$ cat src/rtl/cfg_ldr_pkg.sv
package cfg_ldr_pkg;

   typedef enum logic [2:0] {
      ST_PROG,
      ST_WINIT,
      ST_HEAD,
      ST_FCHK,
      ST_FRAME,
      ST_START,
      ST_FIN
   } ldr_state_t;

   localparam int unsigned HEAD_LEN       = 8;
   localparam int unsigned START_LEN      = 4;
   localparam int unsigned FRAME_OVERHEAD = 7;

   localparam logic [7:0] B_FILL  = 8'hFF;
   localparam logic [7:0] B_SYNC  = 8'h4F;
   localparam logic [7:0] B_CHECK = 8'h4B;

   // Header bytes, in write order.
   function automatic logic [7:0] head_byte(input logic [2:0] i);
      logic [7:0] b;
      case (i)
         3'd3:    b = B_SYNC;
         3'd4:    b = 8'h80;
         3'd5:    b = 8'hAF;
         3'd6:    b = 8'h9B;
         3'd7:    b = B_CHECK;
         default: b = B_FILL;
      endcase
      return b;
   endfunction

endpackage

$ cat src/rtl/cfg_ldr_timer.sv
module cfg_ldr_timer #(
   parameter int unsigned W = 8
) (
   input  logic         clk,
   input  logic         rst_n,
   input  logic         clr,
   output logic [W-1:0] cnt
);

   if (W < 1) begin : g_bad_w
      $error("cfg_ldr_timer: W must be at least 1");
   end

   // Saturating up-counter.
   always_ff @(posedge clk) begin
      if (!rst_n)          cnt <= '0;
      else if (clr)        cnt <= '0;
      else if (cnt != '1)  cnt <= cnt + W'(1);
   end

endmodule

$ cat src/rtl/cfg_ldr_strobe.sv
module cfg_ldr_strobe #(
   parameter int unsigned STROBE_CYC = 4
) (
   input  logic       clk,
   input  logic       rst_n,
   input  logic       go,
   input  logic [7:0] go_data,
   output logic       wr,
   output logic [7:0] data,
   output logic       last
);

   if (STROBE_CYC < 1) begin : g_bad_len
      $error("cfg_ldr_strobe: STROBE_CYC must be at least 1");
   end

   always_ff @(posedge clk) begin
      if (!rst_n)  data <= '0;
      else if (go) data <= go_data;
   end

   if (STROBE_CYC == 1) begin : g_single
      always_ff @(posedge clk) begin
         if (!rst_n) wr <= 1'b0;
         else        wr <= go;
      end
      assign last = wr;
   end else begin : g_count
      localparam int unsigned CW = $clog2(STROBE_CYC);
      logic [CW-1:0] cnt;
      assign last = wr && (cnt == CW'(STROBE_CYC - 1));
      always_ff @(posedge clk) begin
         if (!rst_n) begin
            wr  <= 1'b0;
            cnt <= '0;
         end else if (go) begin
            wr  <= 1'b1;
            cnt <= '0;
         end else if (wr) begin
            if (last) wr  <= 1'b0;
            else      cnt <= cnt + CW'(1);
         end
      end
   end

   // data bus steady while the strobe is held
   assert_data_hold_R4: assert property (@(posedge clk) disable iff (!rst_n)
      (wr && $past(wr)) |-> $stable(data));

   // a new byte is only launched from an idle strobe
   assert_go_idle_R4: assert property (@(posedge clk) disable iff (!rst_n)
      go |-> !wr);

endmodule

$ cat src/rtl/fpga_cfg_loader.sv
module fpga_cfg_loader
   import cfg_ldr_pkg::*;
#(
   parameter int unsigned PROG_LOW_CYC  = 500,
   parameter int unsigned INIT_TIMEOUT  = 1000000,
   parameter int unsigned STROBE_CYC    = 4,
   parameter int unsigned PAY_PER_FRAME = 21
) (
   input  logic       clk,
   input  logic       rst_n,
   input  logic [7:0] s_data,
   input  logic       s_valid,
   input  logic       s_last,
   output logic       s_ready,
   input  logic       cfg_init_n,
   input  logic       cfg_done,
   output logic       cfg_prog_n,
   output logic       cfg_wr,
   output logic [7:0] cfg_data,
   output logic       busy,
   output logic       done_ok,
   output logic       error
);

   localparam int unsigned TMAX      = (PROG_LOW_CYC > INIT_TIMEOUT) ? PROG_LOW_CYC : INIT_TIMEOUT;
   localparam int unsigned TW        = $clog2(TMAX + 1);
   localparam int unsigned FRAME_LEN = PAY_PER_FRAME + FRAME_OVERHEAD;
   localparam int unsigned IW        = $clog2(FRAME_LEN);

   localparam logic [IW-1:0] IDX_PAY_LO = IW'(1);
   localparam logic [IW-1:0] IDX_PAY_HI = IW'(PAY_PER_FRAME);
   localparam logic [IW-1:0] IDX_CHK_A  = IW'(PAY_PER_FRAME + 1);
   localparam logic [IW-1:0] IDX_CHK_B  = IW'(PAY_PER_FRAME + 3);
   localparam logic [IW-1:0] IDX_F_END  = IW'(FRAME_LEN - 1);
   localparam logic [IW-1:0] IDX_H_END  = IW'(HEAD_LEN - 1);
   localparam logic [IW-1:0] IDX_S_END  = IW'(START_LEN - 1);
   localparam logic [TW-1:0] T_PROG     = TW'(PROG_LOW_CYC - 1);
   localparam logic [TW-1:0] T_INIT     = TW'(INIT_TIMEOUT - 1);

   if (PROG_LOW_CYC < 1 || INIT_TIMEOUT < 1) begin : g_bad_time
      $error("fpga_cfg_loader: PROG_LOW_CYC and INIT_TIMEOUT must be at least 1");
   end
   if (PAY_PER_FRAME < 1) begin : g_bad_pay
      $error("fpga_cfg_loader: PAY_PER_FRAME must be at least 1");
   end
   if (STROBE_CYC < 1) begin : g_bad_strobe
      $error("fpga_cfg_loader: STROBE_CYC must be at least 1");
   end

   ldr_state_t    st;
   logic [IW-1:0] idx;
   logic [TW-1:0] tcnt;
   logic          tclr;
   logic          prog_n_q, busy_q, ok_q, err_q, last_seen;
   logic          wr, wr_last, go, in_pay, emit;
   logic [7:0]    go_data, fixed_byte;

   // ---------------- shared wait timer ----------------
   assign tclr = (st == ST_PROG) && (tcnt == T_PROG);

   cfg_ldr_timer #(.W(TW)) u_timer (
      .clk   (clk),
      .rst_n (rst_n),
      .clr   (tclr),
      .cnt   (tcnt)
   );

   // ---------------- byte selection ----------------
   always_comb begin
      in_pay = (st == ST_FRAME) && (idx >= IDX_PAY_LO) && (idx <= IDX_PAY_HI);
      emit   = (st == ST_HEAD) || (st == ST_FRAME) || (st == ST_START);

      if (idx == '0)                              fixed_byte = B_SYNC;
      else if (idx == IDX_CHK_A || idx == IDX_CHK_B) fixed_byte = B_CHECK;
      else                                        fixed_byte = B_FILL;

      case (st)
         ST_HEAD:  go_data = head_byte(idx[2:0]);
         ST_FRAME: go_data = in_pay ? (last_seen ? B_FILL : s_data) : fixed_byte;
         default:  go_data = B_FILL;
      endcase

      s_ready = in_pay && !last_seen && !wr;
      go      = emit && !wr && (!in_pay || last_seen || s_valid);
   end

   cfg_ldr_strobe #(.STROBE_CYC(STROBE_CYC)) u_strobe (
      .clk     (clk),
      .rst_n   (rst_n),
      .go      (go),
      .go_data (go_data),
      .wr      (wr),
      .data    (cfg_data),
      .last    (wr_last)
   );

   // ---------------- sequencer ----------------
   always_ff @(posedge clk) begin
      if (!rst_n) begin
         st        <= ST_PROG;
         idx       <= '0;
         prog_n_q  <= 1'b0;
         busy_q    <= 1'b1;
         ok_q      <= 1'b0;
         err_q     <= 1'b0;
         last_seen <= 1'b0;
      end else begin
         if (s_ready && s_valid && s_last) last_seen <= 1'b1;
         case (st)
            ST_PROG: begin
               if (tcnt == T_PROG) begin
                  st       <= ST_WINIT;
                  prog_n_q <= 1'b1;
               end
            end
            ST_WINIT: begin
               if (cfg_init_n) begin
                  st  <= ST_HEAD;
                  idx <= '0;
               end else if (tcnt == T_INIT) begin
                  st     <= ST_FIN;
                  busy_q <= 1'b0;
                  err_q  <= 1'b1;
               end
            end
            ST_HEAD: begin
               if (wr_last) begin
                  if (idx == IDX_H_END) begin
                     st  <= ST_FCHK;
                     idx <= '0;
                  end else begin
                     idx <= idx + IW'(1);
                  end
               end
            end
            ST_FCHK: begin
               idx <= '0;
               if (cfg_init_n && !cfg_done && !last_seen) st <= ST_FRAME;
               else                                       st <= ST_START;
            end
            ST_FRAME: begin
               if (wr_last) begin
                  if (idx == IDX_F_END) begin
                     st  <= ST_FCHK;
                     idx <= '0;
                  end else begin
                     idx <= idx + IW'(1);
                  end
               end
            end
            ST_START: begin
               if (wr_last) begin
                  if (idx == IDX_S_END) begin
                     st     <= ST_FIN;
                     busy_q <= 1'b0;
                     ok_q   <= cfg_done;
                     err_q  <= !cfg_done;
                  end else begin
                     idx <= idx + IW'(1);
                  end
               end
            end
            default: ;
         endcase
      end
   end

   assign cfg_prog_n = prog_n_q;
   assign cfg_wr     = wr;
   assign busy       = busy_q;
   assign done_ok    = ok_q;
   assign error      = err_q;

   // ---------------- assertions ----------------
   // no write strobe while the target is held in program
   assert_no_write_in_prog_R1: assert property (@(posedge clk) disable iff (!rst_n)
      !cfg_prog_n |-> !cfg_wr);

   // program line never drops again once released
   assert_prog_stays_R1: assert property (@(posedge clk) disable iff (!rst_n)
      !$fell(cfg_prog_n));

   // stream bytes only taken between strobes
   assert_accept_idle_R10: assert property (@(posedge clk) disable iff (!rst_n)
      s_ready |-> !cfg_wr);

   // completion always leaves a verdict
   assert_end_verdict_R9: assert property (@(posedge clk) disable iff (!rst_n)
      $fell(busy) |-> (done_ok || error));

   // verdict flags are exclusive
   assert_flags_exclusive_R9: assert property (@(posedge clk) disable iff (!rst_n)
      !(done_ok && error));

   // nothing accepted after the last-flagged byte
   assert_no_accept_after_last_R6: assert property (@(posedge clk) disable iff (!rst_n)
      (s_ready && s_valid && s_last) |=> !s_ready);

endmodule

$ cat config.mk
export PLATFORM = sky130hd
export DESIGN_NAME = fpga_cfg_loader
export DESIGN_NICKNAME = d
export VERILOG_FILES = /design/src/rtl/cfg_ldr_pkg.sv /design/src/rtl/cfg_ldr_timer.sv /design/src/rtl/cfg_ldr_strobe.sv /design/src/rtl/fpga_cfg_loader.sv
export SDC_FILE = /design/constraint.sdc
export NUM_CORES = 1
export LEC_CHECK = 0
export ABC_AREA = 1
export BUFFER_PORTS_ARGS = -buffer_cell sky130_fd_sc_hd__buf_2
export CELL_PAD_IN_SITES_DETAIL_PLACEMENT = 0
export CELL_PAD_IN_SITES_GLOBAL_PLACEMENT = 1
export CORE_MARGIN = 2
export CORE_UTILIZATION = 31
export CTS_CLUSTER_SIZE = 40
export DETAILED_ROUTE_END_ITERATION = 16
export GPL_TIMING_DRIVEN = 1
export MAX_ROUTING_LAYER = met4
export PLACE_DENSITY_LB_ADDON = 0.3
export SLEW_MARGIN = 10
export SYNTH_ARGS = -nofsm -noshare
export SYNTH_HDL_FRONTEND = slang
export SYNTH_HIERARCHICAL = 1
export SYNTH_SLANG_ARGS = --single-unit
$ cat constraint.sdc
create_clock -name clk -period 2.3 [get_ports clk]
set_input_delay 0.345 -clock clk [delete_from_list [all_inputs] [get_ports clk]]
set_output_delay 0.345 -clock clk [all_outputs]
set_load 0.01 [all_outputs]
# Word-level counts from Yosys, hierarchy flattened
# Cells that the tools add are included.
# W data, S select, Z words.
[word_totals]
ff_bits = 44
latchBits = 0
ram_bits = 0
rom_bits = 0
in_bits = 14
output_inout_bits = 14
elab_cells = 121
n_memories = 0
[classes]
addsub = 3
n_mul = 0
div = 0
order_cmp = 2
n_eq_ne = 31
shifts = 0
muxes = 38
bitwise_logic = 2
reduce_logical = 34
[ops]
columns = ["op", "n"]
rows = [
  ["$pmux W8 S5", 1],
  ["$mux W5", 7],
  ["$mux W8", 4],
  ["$mux W3", 9],
  ["$pmux W5 S5", 1],
  ["$add A20 B1 Y20 const B", 1],
  ["$eq A20 B20 Y1 const B", 1],
  ["$eq A20 B9 Y1 const B", 1],
  ["$ne A20 B20 Y1 const B", 1],
  ["$eq A3 B3 Y1 const B", 6],
  ["$pmux W3 S6", 1],
  ["$pmux W8 S2", 1],
  ["$eq A5 B5 Y1 const B", 3],
  ["$ne A2 B1 Y1 const B", 7],
  ["$logic_and A1 B1 Y1", 12],
  ["$mux W1", 12],
  ["$eq A3 B2 Y1 const B", 3],
  ["$reduce_and A9 Y1", 1],
  ["$ne A2 B2 Y1 const B", 4],
  ["$reduce_and A6 Y1", 1],
  ["$reduce_bool A6 Y1", 1],
  ["$add A5 B1 Y5 const B", 1],
  ["$eq A5 B2 Y1 const B", 1],
  ["$eq A5 B3 Y1 const B", 1],
  ["18 further kinds", 29],
]

# Longest topological paths before layout
[depth]
ltp_word = 8
mapped_depth = 11
ltp_nobuf = 11

# By module
# Netlist, hierarchy kept.
[by_module_without_submodules]
columns = ["module", "n_inst", "cells_per_inst", "area_per_inst_um2", "seq_area_each_um2"]
rows = [
  ["fpga_cfg_loader", 1, 230, 1346.3, 260.2],
  ["cfg_ldr_timer", 1, 170, 1159.9, 400.4],
  ["cfg_ldr_strobe", 1, 56, 416.6, 220.2],
]

# Least setup slack after synthesis
# OpenSTA, ideal clock, no wires.
[synth_path]
kind = "reg2reg"
startpoint = "register st[2]"
endpoint = "register u_timer.cnt[11]"
setup_ns = 0.128
arrival_ns = 1.557
required_time_ns = 2.172
slack_ns = 0.615
path_stages_with_launch = 8
path_buffers = 1
synth_period_minus_slack_ns = 1.685
cell_sequence = "dfxtp_1 -> nor3_1 -> inv_1 -> nor4b_2 -> nor2_1 -> inv_1 -> clkbuf_1 -> nor2_1"
[synth_via]
elab_chain_cells = 3
[synth_rtl]
columns = ["item", "line_no", "source"]
rows = [
  ["start, declared", "fpga_cfg_loader.sv:50", "ldr_state_t st;"],
  ["start signal, assigned", "fpga_cfg_loader.sv:100", "st <= ST_PROG;"],
  ["start signal, assigned", "fpga_cfg_loader.sv:112", "st <= ST_WINIT;"],
  ["start signal, assigned", "fpga_cfg_loader.sv:118", "st <= ST_HEAD;"],
  ["$logic_not A3 Y1", "fpga_cfg_loader.sv:59", "assign tclr = (st == ST_PROG) && (tcnt == T_PROG);"],
  ["$logic_and A1 B1 Y1", "fpga_cfg_loader.sv:59", ""],
  ["via tclr", "fpga_cfg_loader.sv:53", "logic tclr;"],
  ["$reduce_or A2 Y1 (no line)", "n/a", ""],
  ["end signal, assigned", "cfg_ldr_timer.sv:18", "else if (cnt != '1) cnt <= cnt + W'(1);"],
  ["end, declared", "cfg_ldr_timer.sv:7", "output logic [W-1:0] cnt"],
]
# The timed path passes the listed nets, and every way through them passes these cells.
# A chain may end at the register's enable or synchronous reset.

# Worst setup path in the final report
[layout_path]
startpoint = "register idx[1]"
endpoint = "output port s_ready"
[layout_via]
elab_chain_cells = 5
word_cells_on_any_way = 6
cone_classes = "order compare: 2; reduce/logical: 4"
[layout_rtl]
columns = ["item", "line_no", "source"]
rows = [
  ["start, declared", "fpga_cfg_loader.sv:51", "logic [IW-1:0] idx;"],
  ["start signal, assigned", "fpga_cfg_loader.sv:132", "idx <= idx + IW'(1);"],
  ["start signal, assigned", "fpga_cfg_loader.sv:147", "idx <= idx + IW'(1);"],
  ["start signal, assigned", "fpga_cfg_loader.sv:159", "idx <= idx + IW'(1);"],
  ["$ge A5 B1 Y1", "fpga_cfg_loader.sv:70", "in_pay = (st == ST_FRAME) && (idx >= IDX_PAY_LO) && (idx <= IDX_PAY_HI);"],
  ["$logic_and A1 B1 Y1", "fpga_cfg_loader.sv:70", ""],
  ["$logic_and A1 B1 Y1 (*)", "fpga_cfg_loader.sv:70", ""],
  ["$logic_and A1 B1 Y1 (*) (2 in series)", "fpga_cfg_loader.sv:83", "s_ready = in_pay && !last_seen && !wr;"],
  ["end, declared", "fpga_cfg_loader.sv:14", "output logic s_ready,"],
]
# Mark *: on every way between the ends. The rest lies on a longest branch, timed or not.

==> reports/summary.md <==
Once the clock tree was built, the setup fixing pass inserted 0 buffers. Entering global routing, the biggest net connects 18 pins. In this run the cell area measured after placement is 3200 µm². For the worst-skew pair, the clock arrives at the later sink with an insertion delay of 310 ps. The congestion estimate from routability-driven global placement came to 0.866.

Along the worst path, the maximum fanout reaches 9. The tools report the core occupancy in the finished layout as 0.365. The run finished with clean final reports.

After synthesis, the mean cell area works out to 6.41 µm². Setup repair after global routing left no endpoint under its margin. Yosys attributes the largest share of cell area to dfxtp_1, nand2_1, nor2_1. The run gives 340 ps as the setup slack of the worst register-to-register path. For this design the top-level I/O count stands at 28.

The average detailed-routed wire length per instance came out at 12.4 µm. TritonCTS built the clock tree. The die area came out at 10200 µm². The worst hold-check path type was input port to flop. The number of global-route vias before repair is 2633. The library cell with the highest instance count after synthesis was nand2_1. The post-detailed-route count of antenna-violating nets is 0.

The half-perimeter wire length after placement was 5820 µm; the maximum operating frequency was 490 MHz. The global router's overall resource usage is 0.156, and the ratio of final minimum period to clock period is 0.887. Counting I/O delays and the setup requirement, the final critical path takes 2040 ps. The number of hold violations in the final report is 0, and the H-tree depth is 2. The final non-filler cell area was 3360 µm². The kind of end point of the critical path is a primary output.

The kind of start point of the critical path is a flop. The DRC violation count after routing came out at 0. The logs give 2851 for the total number of vias and 1013 for the number of fillers in the final layout. The logs give 0 for the number of antenna violations at the first check in global routing and 2710 µW for the overall power consumption. The wire length after detailed routing was 7450 µm. The setup path with the least slack is of type flop to primary output.

For the row count, the log shows 35. The number of nets at the end of the flow came out at 511. The root buffer cell chosen for the clock tree is clkbuf_8. In the synthesized netlist, the cells that appear most often are nand2_1, nor2_1, inv_1. Top cell type by total area after synthesis: dfxtp_1.

The analysis attributes to cell leakage a power of 0.00152 µW. The actual slew at the worst max-slew pin was 452 ps; the total negative setup slack was 0 ps. After global routing the overflow that remains totals 0. The number of warnings issued by yosys was 6; the worst-case setup margin in the final layout was 260 ps. The number of hold-repair buffers added at the cts stage was 0; the number of optimization iterations in the first detailed-route pass was 4. The tightest slew margin relative to the limit was 0.698; the quantity of I/O buffers inserted on ports was 27. The run gives 0.301 as the portion of the post-synthesis area used by sequential elements.

Yosys mapped a number of flops with a built-in enable equal to 0. Max-cap violations in this run came to 0. After synthesis, the netlist uses 32 different library cells. Across the whole layout, storage elements account for 881 µm².

After synthesis the netlist holds a flip-flop and latch count of 44. The number of buffers created by CTS was 5; the worst-case vdd ir drop was 0.000376 V. The die is 101 µm tall. The logs give 0.318 for the effective utilization at floorplan and 0 for the number of diodes.

The number of nets in the synthesized netlist is 478. The netlist area before placement was 2920 µm². The wire length of the first global-routing pass came out at 12400 µm.

After floorplanning, the core was sized to cover 9200 µm². The share of synthesized flip-flops with an asynchronous set or reset came out at 0. The area growth from synthesis to layout is 14.8%.

The clock-pin transition on the worst setup and hold timing paths came out at 100 ps. The tools report the final number of setup-violating endpoints as 0. Multi-input gate area in the final layout: 1770 µm². Data on the critical path arrives at its endpoint at 1700 ps. The horizontal die dimension works out to 101 µm. The fraction of post-synthesis cell area in the top cell type by area was 0.301. The tools report the number of slew-limit violations in the final report as 0. The logs give 11.2 ps for the worst setup skew after layout and 456 for the number of cells produced by synthesis. The commonest register cell after synthesis was dfxtp_1. For this design the ratio of total power to cell area is 808 nW/µm². Timing analysis after detailed placement gives a worst setup slack of 297 ps.

Detailed router's first-iteration violation count: 111. Share of post-route cells with drive strength above 1: 0.182. The logs give 1960 ps for the data required time at the worst endpoint and 44 for the clock sink count. Counting along the longest clock path gives a buffer depth of 2. The post-detailed-route via-to-cell ratio is 4.74.
==> area by class of cell <==
class | instances | share of cell area
multi-input combinational | 343 | 0.526
sequential | 44 | 0.262
inverter | 63 | 0.0708
timing repair buffer | 32 | 0.0515
tap | 111 | 0.0414
clock inverter | 3 | 0.0268
clock buffer | 5 | 0.0205
==> layout by cell type (no fill, tap or decap), types with 3 or more instances in the layout <==
cell,Yosys,routed
nand3_2,7,7
ha_1,8,8
buf_4,1,5
o21ai_0,26,26
dfxtp_1,44,44
nand3_1,33,33
nor2_2,9,9
xor2_1,6,6
nand2_2,6,6
xnor2_1,5,5
a21oi_1,25,25
nand2_4,3,3
inv_1,51,50
inv_2,11,12
buf_2,3,27
clkbuf_8,0,5
nor3_1,3,3
a31oi_1,3,3
nor2_1,84,84
bufinv_16,0,3
nand2_1,100,100
nand4_1,6,6
nor2_4,9,9
==> critical path, cell delays in order (launching register included) <==
cell and delay, ps:
dfxtp_1 400, inv_1 110, ha_1 220, inv_1 70, nand4_1 190, nand4_4 200, nor2_4 50, buf_2 130
==> sequential cells by signal (all words and copies together) (netlist names) <==
name,cells
done_ok,1
st,3
u_strobe/data,8
busy,1
u_strobe/g_count.cnt,2
u_strobe/wr,1
error,1
last_seen,1
u_timer/cnt,20
cfg_prog_n,1
idx,5
==> layer usage <==
layer | GRT usage | wire [µm] | part of all wire
met2 | 0.238 | 3350 | 0.45
met4 | 0.0426 | 69 | 0.0093
met3 | 0.0298 | 189 | 0.025
met1 | 0.212 | 3840 | 0.52
met5 | - | 0 | 0
==> per-stage QoR <==
| stage | hold WS [ps] | cells |
|---|---|---|
| after floorplan | 459 | 456 |
| after global placement | 428 | 593 |
| after detailed placement | 437 | 593 |
| after CTS | 283 | 601 |
| after global routing | 276 | 601 |
| final | 285 | 601 |
==> what timing repair did <==
action                     CTS  global route
setup endpoints to repair    0             3
gates resized for setup      0             1
hold endpoints to repair     0             0
==> cells by family (layout without fill, tap and decap cells) <==
group,after synthesis,in the layout,share of synthesized area
flip-flops,44,44,0.301
AND/OR/NAND/NOR,266,266,0.435
adder cells (fa/ha/maj),8,8,0.0342
XOR/XNOR,11,11,0.0330
AO/OA/AOI/OAI,58,58,0.102
buffers and inverters,69,103,0.0942
==> where the power goes <==
group          total [µW]  leakage (µW)  internal, µW  switching [µW]
Combinational         876       0.00108           311             565
Sequential            989      0.000357           890            99.5
Clock                 848     0.0000784           544             304
Total                2710       0.00152          1740             969
==> worst paths after layout <==
| kind | startpoint | endpoint | cells past startpoint |
|---|---|---|---|
| max | idx[1]$_SDFFE_PN0P_ | s_ready | 7 |
| min | s_last | last_seen$_SDFFE_PN0P_ | 3 |
| max reg2reg | idx[0]$_SDFFE_PN0P_ | u_strobe/data[3]$_SDFFE_PN0P_ | 10 |
| min reg2reg | error$_SDFFE_PN0P_ | error$_SDFFE_PN0P_ | 2 |
Power figures use the tool's default switching activity.
